==> src/rtl/seq_pkg.sv <==
package seq_pkg;

    localparam int BYTE_W    = 8;
    localparam int NUM_UNITS = 5;

    localparam int U_RF   = 0;
    localparam int U_ALU  = 1;
    localparam int U_RAM  = 2;
    localparam int U_SHF  = 3;
    localparam int U_PORT = 4;

    localparam logic [3:0] CL_LOAD  = 4'd1;
    localparam logic [3:0] CL_STORE = 4'd2;
    localparam logic [3:0] CL_ALU   = 4'd3;
    localparam logic [3:0] CL_SHIFT = 4'd4;
    localparam logic [3:0] CL_JUMP  = 4'd5;
    localparam logic [3:0] CL_JZ    = 4'd6;
    localparam logic [3:0] CL_OUT   = 4'd7;
    localparam logic [3:0] CL_IN    = 4'd8;

    typedef enum logic [2:0] {
        ST_RST1, ST_RST2, ST_FHI, ST_FLO, ST_DEC, ST_EXE
    } seq_state_t;

    typedef struct packed {
        logic [NUM_UNITS-1:0] en;
        logic rf_wr;
        logic rf_rd;
        logic alu_go;
        logic shf_go;
        logic ram_wr;
        logic ram_rd;
        logic out_wr;
        logic in_rd;
    } ctl_t;

    // Strobes per class; enables follow from which strobes a unit gets.
    function automatic ctl_t decode_class(input logic [3:0] cls);
        ctl_t c;
        c = '0;
        case (cls)
            CL_LOAD:  begin c.ram_rd = 1'b1; c.rf_wr = 1'b1; end
            CL_STORE: begin c.rf_rd  = 1'b1; c.ram_wr = 1'b1; end
            CL_ALU:   begin c.alu_go = 1'b1; c.ram_rd = 1'b1; c.rf_wr = 1'b1; end
            CL_SHIFT: begin c.shf_go = 1'b1; c.rf_wr = 1'b1; end
            CL_OUT:   begin c.rf_rd  = 1'b1; c.out_wr = 1'b1; end
            CL_IN:    begin c.in_rd  = 1'b1; c.rf_wr = 1'b1; end
            default:  c = '0;
        endcase
        c.en[U_RF]   = c.rf_wr | c.rf_rd;
        c.en[U_ALU]  = c.alu_go;
        c.en[U_RAM]  = c.ram_wr | c.ram_rd;
        c.en[U_SHF]  = c.shf_go;
        c.en[U_PORT] = c.out_wr | c.in_rd;
        return c;
    endfunction

    function automatic logic branch_taken(input logic [3:0] cls, input logic zf);
        return (cls == CL_JUMP) || ((cls == CL_JZ) && zf);
    endfunction

endpackage

==> src/rtl/seq_fsm.sv <==
module seq_fsm
    import seq_pkg::*;
(
    input  logic       clk,
    input  logic       rst,
    output seq_state_t state
);

    seq_state_t state_d;

    always_comb begin
        case (state)
            ST_RST1: state_d = ST_RST2;
            ST_RST2: state_d = ST_FHI;
            ST_FHI:  state_d = ST_FLO;
            ST_FLO:  state_d = ST_DEC;
            ST_DEC:  state_d = ST_EXE;
            ST_EXE:  state_d = ST_FHI;
            default: state_d = ST_RST1;
        endcase
    end

    always_ff @(posedge clk) begin
        if (rst) state <= ST_RST1;
        else     state <= state_d;
    end


    exe_to_fetch_chk: assert property (@(posedge clk) disable iff (rst)
        (state == ST_EXE) |=> (state == ST_FHI));


    fhi_to_flo_chk: assert property (@(posedge clk) disable iff (rst)
        (state == ST_FHI) |=> (state == ST_FLO));

endmodule

==> src/rtl/seq_fetch.sv <==
module seq_fetch
    import seq_pkg::*;
#(
    parameter logic [BYTE_W-1:0] BOOT_ADDR = 8'h10
) (
    input  logic              clk,
    input  logic              rst,
    input  seq_state_t        state,
    input  logic [BYTE_W-1:0] rom_data,
    input  logic              zero_flag,
    output logic [BYTE_W-1:0] rom_addr,
    output logic [BYTE_W-1:0] opcode,
    output logic [BYTE_W-1:0] operand
);

    logic [BYTE_W-1:0] pc_q;
    logic              taken;

    assign taken    = branch_taken(opcode[3:0], zero_flag);
    assign rom_addr = (state == ST_FLO) ? pc_q + BYTE_W'(1) : pc_q;

    always_ff @(posedge clk) begin
        if (rst) begin
            pc_q    <= '0;
            opcode  <= '0;
            operand <= '0;
        end else begin
            case (state)
                ST_RST1: pc_q    <= '0;
                ST_RST2: pc_q    <= BOOT_ADDR;
                ST_FHI:  opcode  <= rom_data;
                ST_FLO:  operand <= rom_data;
                ST_DEC:  pc_q    <= taken ? operand : pc_q + BYTE_W'(2);
                default: ;
            endcase
        end
    end


    pc_step_chk: assert property (@(posedge clk) disable iff (rst)
        (state == ST_DEC && !taken) |=> (pc_q == $past(pc_q) + BYTE_W'(2)));


    pc_branch_chk: assert property (@(posedge clk) disable iff (rst)
        (state == ST_DEC && taken) |=> (pc_q == $past(operand)));

endmodule

==> src/rtl/seq_decode.sv <==
module seq_decode
    import seq_pkg::*;
#(
    parameter int PAGE_W = 2
) (
    input  logic                     clk,
    input  logic                     rst,
    input  seq_state_t               state,
    input  logic [BYTE_W-1:0]        opcode,
    input  logic [BYTE_W-1:0]        operand,
    output ctl_t                     ctl_q,
    output logic [PAGE_W+BYTE_W-1:0] mem_addr,
    output logic [3:0]               fn_code
);

    always_ff @(posedge clk) begin
        if (rst) begin
            ctl_q    <= '0;
            mem_addr <= '0;
            fn_code  <= '0;
        end else if (state == ST_DEC) begin
            ctl_q    <= decode_class(opcode[3:0]);
            mem_addr <= {opcode[4 +: PAGE_W], operand};
            fn_code  <= opcode[7:4];
        end else begin
            ctl_q    <= '0;
        end
    end


    en_only_exec_chk: assert property (@(posedge clk) disable iff (rst)
        (|ctl_q.en) |-> (state == ST_EXE));


    ram_excl_chk: assert property (@(posedge clk) disable iff (rst)
        !(ctl_q.ram_wr && ctl_q.ram_rd));


    en_count_chk: assert property (@(posedge clk) disable iff (rst)
        $countones(ctl_q.en) <= 3);


    strobe_exec_chk: assert property (@(posedge clk) disable iff (rst)
        (state != ST_EXE) |-> (ctl_q == '0));

endmodule

==> src/rtl/instr_sequencer.sv <==
module instr_sequencer
    import seq_pkg::*;
#(
    parameter logic [7:0] BOOT_ADDR = 8'h10,
    parameter int         PAGE_W    = 2
) (
    input  logic                     clk,
    input  logic                     rst,
    output logic [7:0]               rom_addr,
    input  logic [7:0]               rom_data,
    input  logic                     zero_flag,
    output logic [NUM_UNITS-1:0]     unit_en,
    output logic                     rf_wr,
    output logic                     rf_rd,
    output logic                     alu_go,
    output logic                     shf_go,
    output logic                     ram_wr,
    output logic                     ram_rd,
    output logic                     out_wr,
    output logic                     in_rd,
    output logic [PAGE_W+7:0]        mem_addr,
    output logic [3:0]               fn_code
);

    seq_state_t  state;
    logic [7:0]  opcode;
    logic [7:0]  operand;
    ctl_t        ctl_q;

    seq_fsm u_fsm (
        .clk   (clk),
        .rst   (rst),
        .state (state)
    );

    seq_fetch #(.BOOT_ADDR(BOOT_ADDR)) u_fetch (
        .clk       (clk),
        .rst       (rst),
        .state     (state),
        .rom_data  (rom_data),
        .zero_flag (zero_flag),
        .rom_addr  (rom_addr),
        .opcode    (opcode),
        .operand   (operand)
    );

    seq_decode #(.PAGE_W(PAGE_W)) u_dec (
        .clk      (clk),
        .rst      (rst),
        .state    (state),
        .opcode   (opcode),
        .operand  (operand),
        .ctl_q    (ctl_q),
        .mem_addr (mem_addr),
        .fn_code  (fn_code)
    );

    assign unit_en = ctl_q.en;
    assign rf_wr   = ctl_q.rf_wr;
    assign rf_rd   = ctl_q.rf_rd;
    assign alu_go  = ctl_q.alu_go;
    assign shf_go  = ctl_q.shf_go;
    assign ram_wr  = ctl_q.ram_wr;
    assign ram_rd  = ctl_q.ram_rd;
    assign out_wr  = ctl_q.out_wr;
    assign in_rd   = ctl_q.in_rd;


    reset_quiet_chk: assert property (@(posedge clk)
        $past(rst) |-> (unit_en == '0));

endmodule

==> config.mk <==
export PLATFORM = sky130hd
export DESIGN_NAME = instr_sequencer
export DESIGN_NICKNAME = d
export VERILOG_FILES = /design/src/rtl/seq_pkg.sv /design/src/rtl/seq_fsm.sv /design/src/rtl/seq_fetch.sv /design/src/rtl/seq_decode.sv /design/src/rtl/instr_sequencer.sv
export SDC_FILE = /design/constraint.sdc
export NUM_CORES = 1
export LEC_CHECK = 0
export BUFFER_PORTS_ARGS = -buffer_cell sky130_fd_sc_hd__buf_2
export CAP_MARGIN = 20
export CORE_MARGIN = 2
export CORE_UTILIZATION = 48
export CTS_CLUSTER_SIZE = 30
export DETAILED_ROUTE_END_ITERATION = 10
export PLACE_DENSITY = 0.74
export SLEW_MARGIN = 20
export SYNTH_ARGS = -nofsm -noshare
export SYNTH_HDL_FRONTEND = slang
export SYNTH_SLANG_ARGS = --single-unit
==> constraint.sdc <==
create_clock -name clk -period 1.5 [get_ports clk]
set_input_delay 0.3 -clock clk [delete_from_list [all_inputs] [get_ports clk]]
set_output_delay 0.3 -clock clk [all_outputs]
set_load 0.01 [all_outputs]
# Word level (Yosys, flattened, before mapping)
# Index checks and enable logic that the tools add are counted.
# totals
elab_cells,67
regBits,54
in_bits,11
output_inout_bits,35
# op_classes
bitwise,4
eq_ne,13
n_reduce_logical,9
add_sub_neg,2
mux,24
# ops
operator,n
8-bit one-hot mux with 3 select lines,1
1-bit 2-to-1 mux,20
4-bit by 3-bit equality test with 1-bit output (second input constant),4
8-bit 2-to-1 mux,2
3-bit one-hot mux with 5 select lines,1
8-bit by 1-bit adder with 8-bit output (second input constant),1
8-bit by 2-bit adder with 8-bit output (second input constant),1
4-bit by 2-bit equality test with 1-bit output (second input constant),2
2-bit OR reduction,4
3-bit by 2-bit equality test with 1-bit output (second input constant),2
3-bit equality test (second input constant),2
4-bit by 1-bit equality test with 1-bit output (second input constant),1
4-bit equality test (second input constant),1
4-bit OR reduction,1
3-bit by 1-bit equality test with 1-bit output (second input constant),1
3-bit logical NOT,1
1-bit OR,3
3-bit nonzero test,1
1-bit logical AND,1
1-bit logical OR,1
1-bit inverter,1

# Longest topological paths before layout
# Gate-level depths: netlist (run 1).
# logic_depth
ltp_word,6
ltp_mapped,7
depth_no_buf,5

# By module
# Synthesis (run 1) repeated with hierarchy kept, for this count alone.
# hier_totals
hier_cells,254
hier_area_um2,2187.1
# by_module_without_submodules
module,instances,cells_per_inst,seq_area_each_um2,area_each_um2
seq_fetch,1,148,480.5,1232.4
seq_decode,1,96,460.4,845.8
seq_fsm,1,10,60.1,108.9

# Worst setup path after synthesis (run 1)
# No wires, ideal clock.
# synth_timing
path_kind,register -> output
from,register u_fetch.pc_q[2]
to,output port rom_addr[7]
required_ps,1200
slack_ps,-185
stages_incl_launch_ff,6
t_arrival_ps,1385
path_cell_list,dfxtp_1 ha_1 nand3_2 or2_2 nor2_1 xor2_1
# synth_between
elab_chain_len,2
# synth_lines
element,line_no,text
start: declaration,seq_fetch.sv:16,logic [BYTE_W-1:0] pc_q;
start signal: assignment,seq_fetch.sv:33,ST_DEC: pc_q <= taken ? operand : pc_q + BYTE_W'(2);
8-bit by 1-bit adder with 8-bit output,seq_fetch.sv:20,assign rom_addr = (state == ST_FLO) ? pc_q + BYTE_W'(1) : pc_q;
8-bit 2-to-1 mux,seq_fetch.sv:20,
end: declaration,instr_sequencer.sv:9,"output logic [7:0] rom_addr,"
# No other way between the ends.

# Worst setup path in the final report (run 1)
# Same ends and word-level chain as after synthesis.

==> key figures, run 1 <==
Global routing
  – Initial antenna violation count: 0
  – First-pass GRT wire length: 8630 µm
  – Aggregate global-route resource usage: about 22%
  – Largest net degree at the start of global routing: 30
  – Global route total overflow: 0
  – Vias in the first global route: roughly 1900

Pwr
  – Power per cell area: 854 mW/mm²
  – Leak: 1.24 nW
  – Total power: 2.51 mW
  – VDD IR-drop max: 604 µV

Timing
  – Final Setup Violations: 13
  – Final worst-path cycle share: 121%
  – Final slew viol count: 0
  – Min Tclk post-route: 1.82 ns
  – RSZ-0062 raised after global routing: yes
  – Fmax: approximately 0.55 GHz
  – Rel. slew slack: 81.0%
  – Worst Clk Skew: 0.00683 ns
  – Setup_tns: -2.01 ns
  – PnR worst setup slack: -0.320 ns
  – Least-Margin Pin Slew: approximately 0.29 ns
  – Hold Vio Cnt, Final: 0

Detailed routing
  – Residual DRC count: 0
  – WL/cell: about 14 µm
  – DR vias/cell: 5.30
  – First-pass iteration count of the detailed router: 4
  – Post-DRT Antenna Nets: 0
  – Detailed router's first-iteration violation count: 133
  – Final WL: 5330 µm
  – Vias: around 2000

Clocking
  – Clock slew at reported path FFs: 0.09 ns
  – Inserted Clock Buffers: 5
  – CTS tree: built
  – Sink Count: 50
  – Root buffer cell: clkbuf_8
  – Clk Latency, worst-skew pair: 0.30 ns
  – Max clock buf depth: 2
  – CTS H-tree lvls: 2

Finish
  – Non-Filler Instances: 380
  – Antenna cells: 0
  – Final net count: 341
  – Share of cells above drive strength 1: between 40% and 50%
  – Filler cell count: 345
  – Area delta synth->final: 36.3%

Floorplan
  – Row count: 24
  – Chip width: 71.1 µm
  – Core area: roughly 0.0044 mm²
  – Top Ports: 46
  – Starting Density: 49.6%
  – Die Y: 71.1 µm
  – Die area: 0.00505 mm²

Logic synthesis
  – Syn_nets: 272
  – Number of synthesized flops with an enable pin: 0
  – FFs w/ async S/R, synth: 0%
  – Gate Count Post-Synth: 259
  – Syn avg cell area: between 8 and 9 µm²
  – Mapped Area: 0.00216 mm²
  – Main synth FF type: dfxtp_1
  – Seq/Total Area, Yosys: 46.3%
  – Post-synthesis register bit count: 50
  – Synth cell types: 38
  – Syn. warnings: 0

Setup path
  – WS Path Type: register to output pin
  – Max FO, Critical Path: 2
  – Crit path arrival time: 1.52 ns
  – Crit start category: register
  – Required @ worst endpoint: 1.20 ns
  – Critical path endpoint category: output pin

Place
  – Final GP Congestion: 0.881
  – Post-DP HPWL: 3560 µm
  – Placed Cells: 364
  – Buffers added on ports: 45

Min path
  – Worst hold path class: input pin to register

Outcome
  – Status: complete, but fails checks
  – Failing checks: negative setup slack

Job
  – MaxCap Viol Count: 0
## path summary, 6_finish.rpt
path                                        start                 end  slack [ns]  cells after the start
worst min register to register  u_fetch.opcode[7]    u_dec.fn_code[3]        0.46                      2
worst max-delay path              u_fetch.pc_q[2]         rom_addr[7]       -0.32                      6
worst min-delay path                  rom_data[6]  u_fetch.operand[6]        0.24                      3
worst max register to register    u_fetch.pc_q[2]     u_fetch.pc_q[7]       -0.17                      7
## cells in the mapped netlist, types with 3 or more instances
library cell / count / area, µm²
nor3_1: 3 / 15.0
xnor2_1: 7 / 61.3
nand4_1: 5 / 31.3
o21ai_0: 7 / 35.0
nor3b_1: 4 / 30.0
clkbuf_1: 10 / 37.5
buf_4: 6 / 45.0
or2_2: 3 / 18.8
inv_1: 3 / 11.3
dfxtp_1: 50 / 1000
buf_2: 7 / 35.0
a21oi_1: 31 / 155
nor2_1: 24 / 90.1
nand3_1: 11 / 55.1
xor2_1: 3 / 26.3
a32oi_1: 3 / 26.3
nand2_1: 50 / 188
mux2i_1: 7 / 70.1
or4_1: 3 / 22.5
## critical path, cell delays in order, from the launching register on
cell and delay [ns]:
dfxtp_4 0.38, ha_4 0.14, nand3_4 0.08, or2_4 0.27, nor2_4 0.08, xor2_1 0.12
buf_2 0.14
## where the power goes
group	switching [mW]	internal (mW)	total (mW)	leakage, nW
Clock	0.432	0.467	0.899	0.0555
Combinational	0.132	0.113	0.244	0.780
Sequential	0.0210	1.35	1.37	0.408
## placed cells by master (no fill, tap or decap), types with 3 or more instances in the layout
master    count
nand4_1       5
mux2i_1       7
nand2_2       3
dfxtp_2       4
nand3_1       6
xor2_1        3
clkbuf_8      6
nand3_2       5
nand2_1      47
buf_6         9
xnor2_1       7
o21ai_0       4
a21oi_1      30
nor2_1       21
buf_2        45
inv_1         3
dfxtp_1      44
buf_4        33
## kinds of logic after synthesis
group           Yosys count  synth area share (%)
compound gates           46                  11.9
xor+xnor                 10                  4.06
fa+ha+maj                 2                  1.16
buf+inv                  28                  7.01
flops                    50                  46.3
mux                       7                  3.24
simple gates            116                  26.2
## stage by stage
step	hold slack, ns	utilization, %	instance area [µm²]	worst slack (ns)
5_1_grt	0.244	67.6	2940	-0.398
3_3_place_gp	0.445	59.3	2580	0.0127
6_report	0.242	67.6	2940	-0.320
3_5_place_dp	0.447	59.3	2580	-0.0522
4_1_cts	0.235	64.0	2790	-0.293
2_1_floorplan	0.431	-	2180	0.00531
## area by class of cell
type                       instances  area, µm²  share of cell area (%)
timing repair buffer              87        574                    19.5
clock buffer                       7        108                    3.66
sequential                        50       1010                    34.4
inverter                           3       11.3                   0.383
multi-input combinational        181       1170                    39.8
tap                               52       65.1                    2.21
## metal layers
| metal | GRT usage [%] | vias up | wire [µm] |
|---|---|---|---|
| met5 | 0 | - | 0 |
| met3 | 4.56 | 11 | 249 |
| met1 | 28.5 | 916 | 2390 |
| met4 | 7.76 | 0 | 106 |
| li1 | - | 1011 | - |
| met2 | 35.0 | 75 | 2590 |
## flip-flops by register name, summed over array words and instances, names as in the netlist
name / flops
u_dec.ctl_q: 11
u_dec.mem_addr: 9
u_fetch.pc_q: 8
u_dec.fn_code: 3
u_fsm.state: 3
u_fetch.opcode: 8
u_fetch.operand: 8
## timing repair
action,4_1_cts,5_1_grt
hold buffers,0,0
resized for setup,18,32
setup buffers,6,6
pin swaps,10,11
endpoints found under the setup margin,14,27
(Power assumes the default switching activity.)
==> run 2, diff against run 1 <==
--- a/config.mk
+++ b/config.mk
@@ -5,13 +5,14 @@
 export SDC_FILE = /design/constraint.sdc
 export NUM_CORES = 1
 export LEC_CHECK = 0
-export BUFFER_PORTS_ARGS = -buffer_cell sky130_fd_sc_hd__buf_2
 export CAP_MARGIN = 20
 export CORE_MARGIN = 2
 export CORE_UTILIZATION = 48
 export CTS_CLUSTER_SIZE = 30
 export DETAILED_ROUTE_END_ITERATION = 10
-export PLACE_DENSITY = 0.74
+export DONT_BUFFER_PORTS = 1
+export PLACE_DENSITY = 0.65
+export SKIP_CTS_REPAIR_TIMING = 1
 export SLEW_MARGIN = 20
 export SYNTH_ARGS = -nofsm -noshare
 export SYNTH_HDL_FRONTEND = slang
==> key figures, run 2 (synthesis gave the netlist of run 1 again) <==
Detailed routing
  – Final WL: 4870 µm (-8.7%)
  – WL/cell: 14.7 µm (+4.8%)
  – Post-DRT Antenna Nets: 0 (unchanged)
  – First-pass iteration count of the detailed router: 4 (unchanged)
  – DR vias/cell: 5.44 (+2.6%)
  – Vias: 1799 (-11%)
  – Detailed router's first-iteration violation count: 101 (-24%)
  – Residual DRC count: 0 (unchanged)

Timing
  – Rel. slew slack: 70.4% (-11 points)
  – Final worst-path cycle share: 115% (-6.4 points)
  – Worst slack on hold paths: 0.0533 ns (-0.189 ns)
  – Worst Clk Skew: 0.00769 ns (+0.000863 ns)
  – Final Setup Violations: 9 (-4)
  – Least-Margin Pin Slew: 0.444 ns (+0.159 ns)
  – RSZ-0062 raised after global routing: yes
  – Min Tclk post-route: 1.72 ns (-0.0962 ns)
  – Final slew viol count: 0 (unchanged)
  – PnR worst setup slack: -0.224 ns (+0.0962 ns)
  – Hold Vio Cnt, Final: 0 (unchanged)
  – Setup_tns: -1.50 ns (+0.508 ns)
  – Fmax: 0.580 GHz (+5.6%)

Global routing
  – Initial antenna violation count: 0 (unchanged)
  – Global route total overflow: 0 (unchanged)
  – Largest net degree at the start of global routing: 38 (+27%)
  – First-pass GRT wire length: 8020 µm (-7.0%)
  – Aggregate global-route resource usage: 20.1% (-1.4 points)
  – Vias in the first global route: 1681 (-9.8%)

Setup path
  – Required @ worst endpoint: 1.20 ns (about the same)
  – Max FO, Critical Path: 7 (+5)
  – Crit. path cell count: 4 (-2)
  – Crit path arrival time: 1.42 ns (-0.10 ns)
  – Critical path's slowest cell: dfxtp_2
  – Critical-path cell list: and3b_2 > nand2_2 > nor2_4 > xor2_2
  – Critical path endpoint category: output pin
  – CP top delay family: simple AND/OR/NAND/NOR gates
  – Buffers plus inverters on the worst setup path: 0 (-1)
  – Critical Path Max Stage Delay: 0.36 ns (-0.02 ns)
  – WS Path Type: register to output pin
  – Worst r2r path cells: 6 (-1)
  – Crit start category: register

Place
  – DP Area: 0.00235 mm² (-8.7%)
  – Final GP Congestion: 0.826 (-6.1%)
  – Post-DP HPWL: 3340 µm (-6.1%)
  – Placed Cells: 319 (-12%)
  – Buffers added on ports: 0 (-100%)

Pwr
  – Leak: 0.938 nW (-25%)
  – VDD IR-drop max: 598 µV (-0.99%)
  – Total power: 2.29 mW (-8.7%)
  – Power per cell area: 891 mW/mm² (+4.3%)

Finish
  – Antenna cells: 0 (unchanged)
  – Share of cells above drive strength 1: 26.5% (-15 points)
  – Post-layout instance area: 0.00257 mm² (-12%)
  – Top flop regs: u_dec.ctl_q: 11 flops, u_dec.mem_addr: 9 flops
  – Most common cell after layout, fill and taps aside: nand2_1
  – Max reg flops: 11 (unchanged)
  – Area delta synth->final: 19.2%
  – Commonest non-fill, non-tap cells in the layout: 48 x nand2_1, 43 x dfxtp_1, 36 x buf_4, 31 x a21oi_1, 21 x nor2_1
  – Top reg by flops: u_dec.ctl_q
  – Non-Filler Instances: 331 (-13%)
  – Final net count: 292 (-14%)

Floorplan
  – Top Ports: 46 (unchanged)
  – Starting Density: 49.6% (unchanged)
  – Die Y: 71.1 µm (unchanged)
  – Row count: 24 (unchanged)
  – Chip width: 71.1 µm (unchanged)
  – Core area: 0.00435 mm² (unchanged)
  – Die area: 0.00505 mm² (unchanged)

Job
  – MaxCap Viol Count: 0 (unchanged)

Clocking
  – CTS tree: built
  – Inserted Clock Buffers: 5 (unchanged)
  – Root buffer cell: clkbuf_8
  – Max clock buf depth: 2 (unchanged)
  – Clock slew at reported path FFs: 0.08 ns (about the same)
  – Clk Latency, worst-skew pair: 0.31 ns (about the same)
  – Sink Count: 50 (unchanged)
  – CTS H-tree lvls: 2 (unchanged)

Min path
  – Min-Delay Path Depth: 1 (-2)
  – Worst hold path class: input pin to register

Outcome
  – Failing checks: negative setup slack
  – Status: complete, but fails checks
run 2: cell count changes in the layout (fill, tap and decap cells not counted), sizes merged:
cell | before | now
buf | 87 | 38
clkbuf | 7 | 6
clkinvlp | 0 | 1
run 2: area by class of cell:
class / instances / area, µm²
clock buffer: 6 / 72.6
clock inverter: 1 / 7.51
fill: 384 / 1780
inverter: 3 / 11.3
multi-input combinational: 181 / 1110
sequential: 50 / 1020
tap: 52 / 65.1
timing repair buffer: 38 / 293
run 2: through the flow:
step           utilization [%]  setup WS, ns
6_report                  59.1        -0.224
5_1_grt                   59.1        -0.276
4_1_cts                   55.9        -0.375
3_5_place_dp              54.1       -0.0378
3_3_place_gp              54.1       0.00621
2_1_floorplan                -       0.00531
run 2: final timing paths:
path                startpoint           endpoint  slack, ns
max             u_fsm.state[2]        rom_addr[5]      -0.22
min                        rst  u_dec.mem_addr[1]       0.05
max reg2reg    u_fetch.pc_q[2]    u_fetch.pc_q[7]      -0.04
min reg2reg  u_fetch.opcode[4]  u_dec.mem_addr[8]       0.45
run 2: metal layers:
metal	GRT usage, %	share of wire [%]	up-vias
li1	-	-	908
met1	26.9	47	843
met2	31.9	47	42
met3	4.70	5.0	6
met4	7.55	1.6	0
met5	0	0	-
run 2: worst reg2reg max path, delay by kind of cell (launching register included):
kind                     cells  cell delay (ns)
flip-flops                   1             0.37
AND/OR/NAND/NOR              4             0.87
buffers and inverters        1             0.12
adder cells (fa/ha/maj)      1             0.13
run 2: where the power goes:
part / leakage (nW) / switching [mW] / internal [mW] / total [mW]
clock: 0.0373 / 0.428 / 0.320 / 0.748
combinational: 0.492 / 0.0882 / 0.0825 / 0.171
sequential: 0.408 / 0.0249 / 1.35 / 1.37
==> run 3, diff against run 2 <==
--- a/config.mk
+++ b/config.mk
@@ -11,7 +11,7 @@
 export CTS_CLUSTER_SIZE = 30
 export DETAILED_ROUTE_END_ITERATION = 10
 export DONT_BUFFER_PORTS = 1
-export PLACE_DENSITY = 0.65
+export HOLD_SLACK_MARGIN = 0.02
 export SKIP_CTS_REPAIR_TIMING = 1
 export SLEW_MARGIN = 20
 export SYNTH_ARGS = -nofsm -noshare
==> constraint.sdc (replaced) <==
create_clock -name clk -period 1.98 [get_ports clk]
set_input_delay 0.396 -clock clk [delete_from_list [all_inputs] [get_ports clk]]
set_output_delay 0.396 -clock clk [all_outputs]
set_load 0.01 [all_outputs]
==> key figures, run 3 (synthesis gave the netlist of run 1 again) <==
Pwr
  – Reg power frac: 61.2% (+1.3 points)
  – Sw Share: 23.5% (-0.12 points)
  – Power per cell area: 743 mW/mm² (-17%)
  – Total power: 1.71 mW (-25%)
  – Internal: 1.31 mW (-25%)
  – Clk pwr share: 32.9% (+0.3 points)
  – VDD IR-drop max: 474 µV (-21%)
  – Leak: 0.774 nW (-18%)
  – Combinational power share: 5.9% (-1.5 points)
  – Switching power: 402 µW (-26%)

Clocking
  – Max clock buf depth: 2 (unchanged)
  – Clock slew at reported path FFs: 0.09 ns (about the same)
  – CTS tree: built
  – Clk Latency, worst-skew pair: 0.30 ns (about the same)
  – Sink Count: 50 (unchanged)
  – CTS H-tree lvls: 2 (unchanged)
  – Root buffer cell: clkbuf_8
  – Inserted Clock Buffers: 5 (unchanged)

Finish
  – Non-Filler Instances: 307 (-7.3%)
  – Antenna cells: 0 (unchanged)
  – Most common cell after layout, fill and taps aside: nand2_1
  – Sequential cell area: 0.00101 mm² (-0.98%)
  – Filler cell count: 426 (+11%)
  – Share of cells above drive strength 1: 13.7% (-13 points)
  – Post-layout instance area: 0.00231 mm² (-10%)
  – Top reg by flops: u_dec.ctl_q
  – Area delta synth->final: 6.84%
  – Commonest non-fill, non-tap cells in the layout: 49 x nand2_1, 47 x dfxtp_1, 31 x a21oi_1, 23 x nor2_1, 14 x buf_4
  – Final net count: 268 (-8.2%)
  – Max reg flops: 11 (unchanged)
  – Combined area of the multi-input logic cells: 0.00104 mm² (-6.3%)
  – Top flop regs: u_dec.ctl_q: 11 flops, u_dec.mem_addr: 9 flops

Place
  – Post-DP HPWL: 3090 µm (-7.5%)
  – Buffers added on ports: 0 (unchanged)
  – DP Area: 0.00217 mm² (-7.7%)
  – Placed Cells: 298 (-6.6%)
  – Final GP Congestion: 0.754 (-8.8%)

Setup path
  – FF-to-FF setup slack: 0.29 ns (+0.33 ns)
  – R2r startpoint: u_fetch.pc_q[1]
  – WS Path Type: register to output pin
  – Max FO, Critical Path: 6 (-1)
  – Critical path endpoint category: output pin
  – Worst r2r path cells: 6 (unchanged)
  – Crit start category: register
  – Reg-to-Reg End: u_fetch.pc_q[7]
  – Crit path arrival time: 1.51 ns (+0.09 ns)
  – Required @ worst endpoint: 1.58 ns (+0.38 ns)

Global routing
  – First-pass GRT wire length: 7740 µm (-3.5%)
  – Initial antenna violation count: 0 (unchanged)
  – Aggregate global-route resource usage: 19.4% (-0.74 points)
  – Vias in the first global route: 1548 (-7.9%)
  – Global route total overflow: 0 (unchanged)
  – Largest net degree at the start of global routing: 38 (unchanged)

Timing
  – Final worst-path cycle share: 96.1%
  – Min Tclk post-route: 1.90 ns
  – Rel. slew slack: 68.2% (-2.2 points)
  – Fmax: 0.526 GHz
  – Setup_tns: 0 ns (+1.50 ns)
  – Worst slack on hold paths: 0.157 ns (+0.104 ns)
  – Final slew viol count: 0 (unchanged)
  – Least-Margin Pin Slew: 0.477 ns (+0.0332 ns)
  – Hold Vio Cnt, Final: 0 (unchanged)
  – RSZ-0062 raised after global routing: no
  – Final Setup Violations: 0 (-9)
  – Worst Clk Skew: 0.00579 ns (-0.00190 ns)

Floorplan
  – Top Ports: 46 (unchanged)
  – Core area: 0.00435 mm² (unchanged)
  – Chip width: 71.1 µm (unchanged)
  – Row count: 24 (unchanged)
  – Die area: 0.00505 mm² (unchanged)
  – Die Y: 71.1 µm (unchanged)
  – Starting Density: 49.6% (unchanged)

Detailed routing
  – DR vias/cell: 5.57 (+2.5%)
  – Final WL: 4570 µm (-6.1%)
  – WL/cell: 14.9 µm (+1.2%)
  – Vias: 1711 (-4.9%)
  – Post-DRT Antenna Nets: 0 (unchanged)
  – Detailed router's first-iteration violation count: 78 (-23%)
  – Residual DRC count: 0 (unchanged)
  – First-pass iteration count of the detailed router: 4 (unchanged)

Min path
  – Min-Delay Path Depth: 1 (unchanged)
  – Worst Hold End: u_fsm.state[2]
  – Hold Startpoint: rst
  – Worst hold path class: input pin to register

Outcome
  – Status: finished clean

Job
  – MaxCap Viol Count: 0 (unchanged)
-- run 3: changes by cell type in the layout (fill, tap and decap cells not counted), sizes merged --
| cell | before | now |
|---|---|---|
| buf | 38 | 14 |
-- run 3: final cells by class --
| cell class | instances | area share (%) |
|---|---|---|
| multi-input combinational | 181 | 45.0 |
| inverter | 3 | 0.488 |
| tap | 52 | 2.82 |
| sequential | 50 | 43.7 |
| timing repair buffer | 14 | 4.56 |
| clock buffer | 6 | 3.15 |
| clock inverter | 1 | 0.325 |
-- run 3: worst max-delay path by stage --
stage                    startpoint     endpoint  slack, ns  depth (start not counted)
finish              u_fetch.pc_q[1]  rom_addr[7]       0.08                          5
global route        u_fetch.pc_q[1]  rom_addr[7]       0.01                          5
CTS                 u_fetch.pc_q[1]  rom_addr[7]      -0.18                          5
detailed placement  u_fetch.pc_q[1]  rom_addr[7]       0.16                          5
global placement    u_fetch.pc_q[1]  rom_addr[7]       0.19                          5
floorplan           u_fetch.pc_q[2]  rom_addr[7]       0.20                          5
-- run 3: worst max-delay path, cell delays in order (launching register included) --
cell and delay, ns:
dfxtp_4 0.38, ha_2 0.20, nand3_4 0.09, or2_4 0.26, nor2_4 0.10, xor2_2 0.19
-- run 3: metrics by stage --
stage / utilization, % / worst slack (ns)
2_1_floorplan: - / 0.199
3_3_place_gp: 49.9 / 0.190
3_5_place_dp: 49.9 / 0.157
4_1_cts: 51.8 / -0.176
5_1_grt: 53.0 / 0.0139
6_report: 53.0 / 0.0773
-- run 3: layer usage --
metal	vias to the layer above	GRT usage [%]	routed length [µm]
met5	-	0	0
met4	0	5.66	57
met3	6	6.70	362
met2	46	28.2	2030
met1	801	27.4	2130
li1	858	-	-
-- run 3: power groups by stage --
stage                     clock, mW  sequential, mW  combinational [mW]
after floorplan                   0            1.06               0.103
final                         0.564            1.05               0.102
after detailed placement          0            1.07               0.100
after global routing          0.621            1.05               0.115
after global placement            0            1.07              0.0998
after CTS                     0.582            1.05               0.101
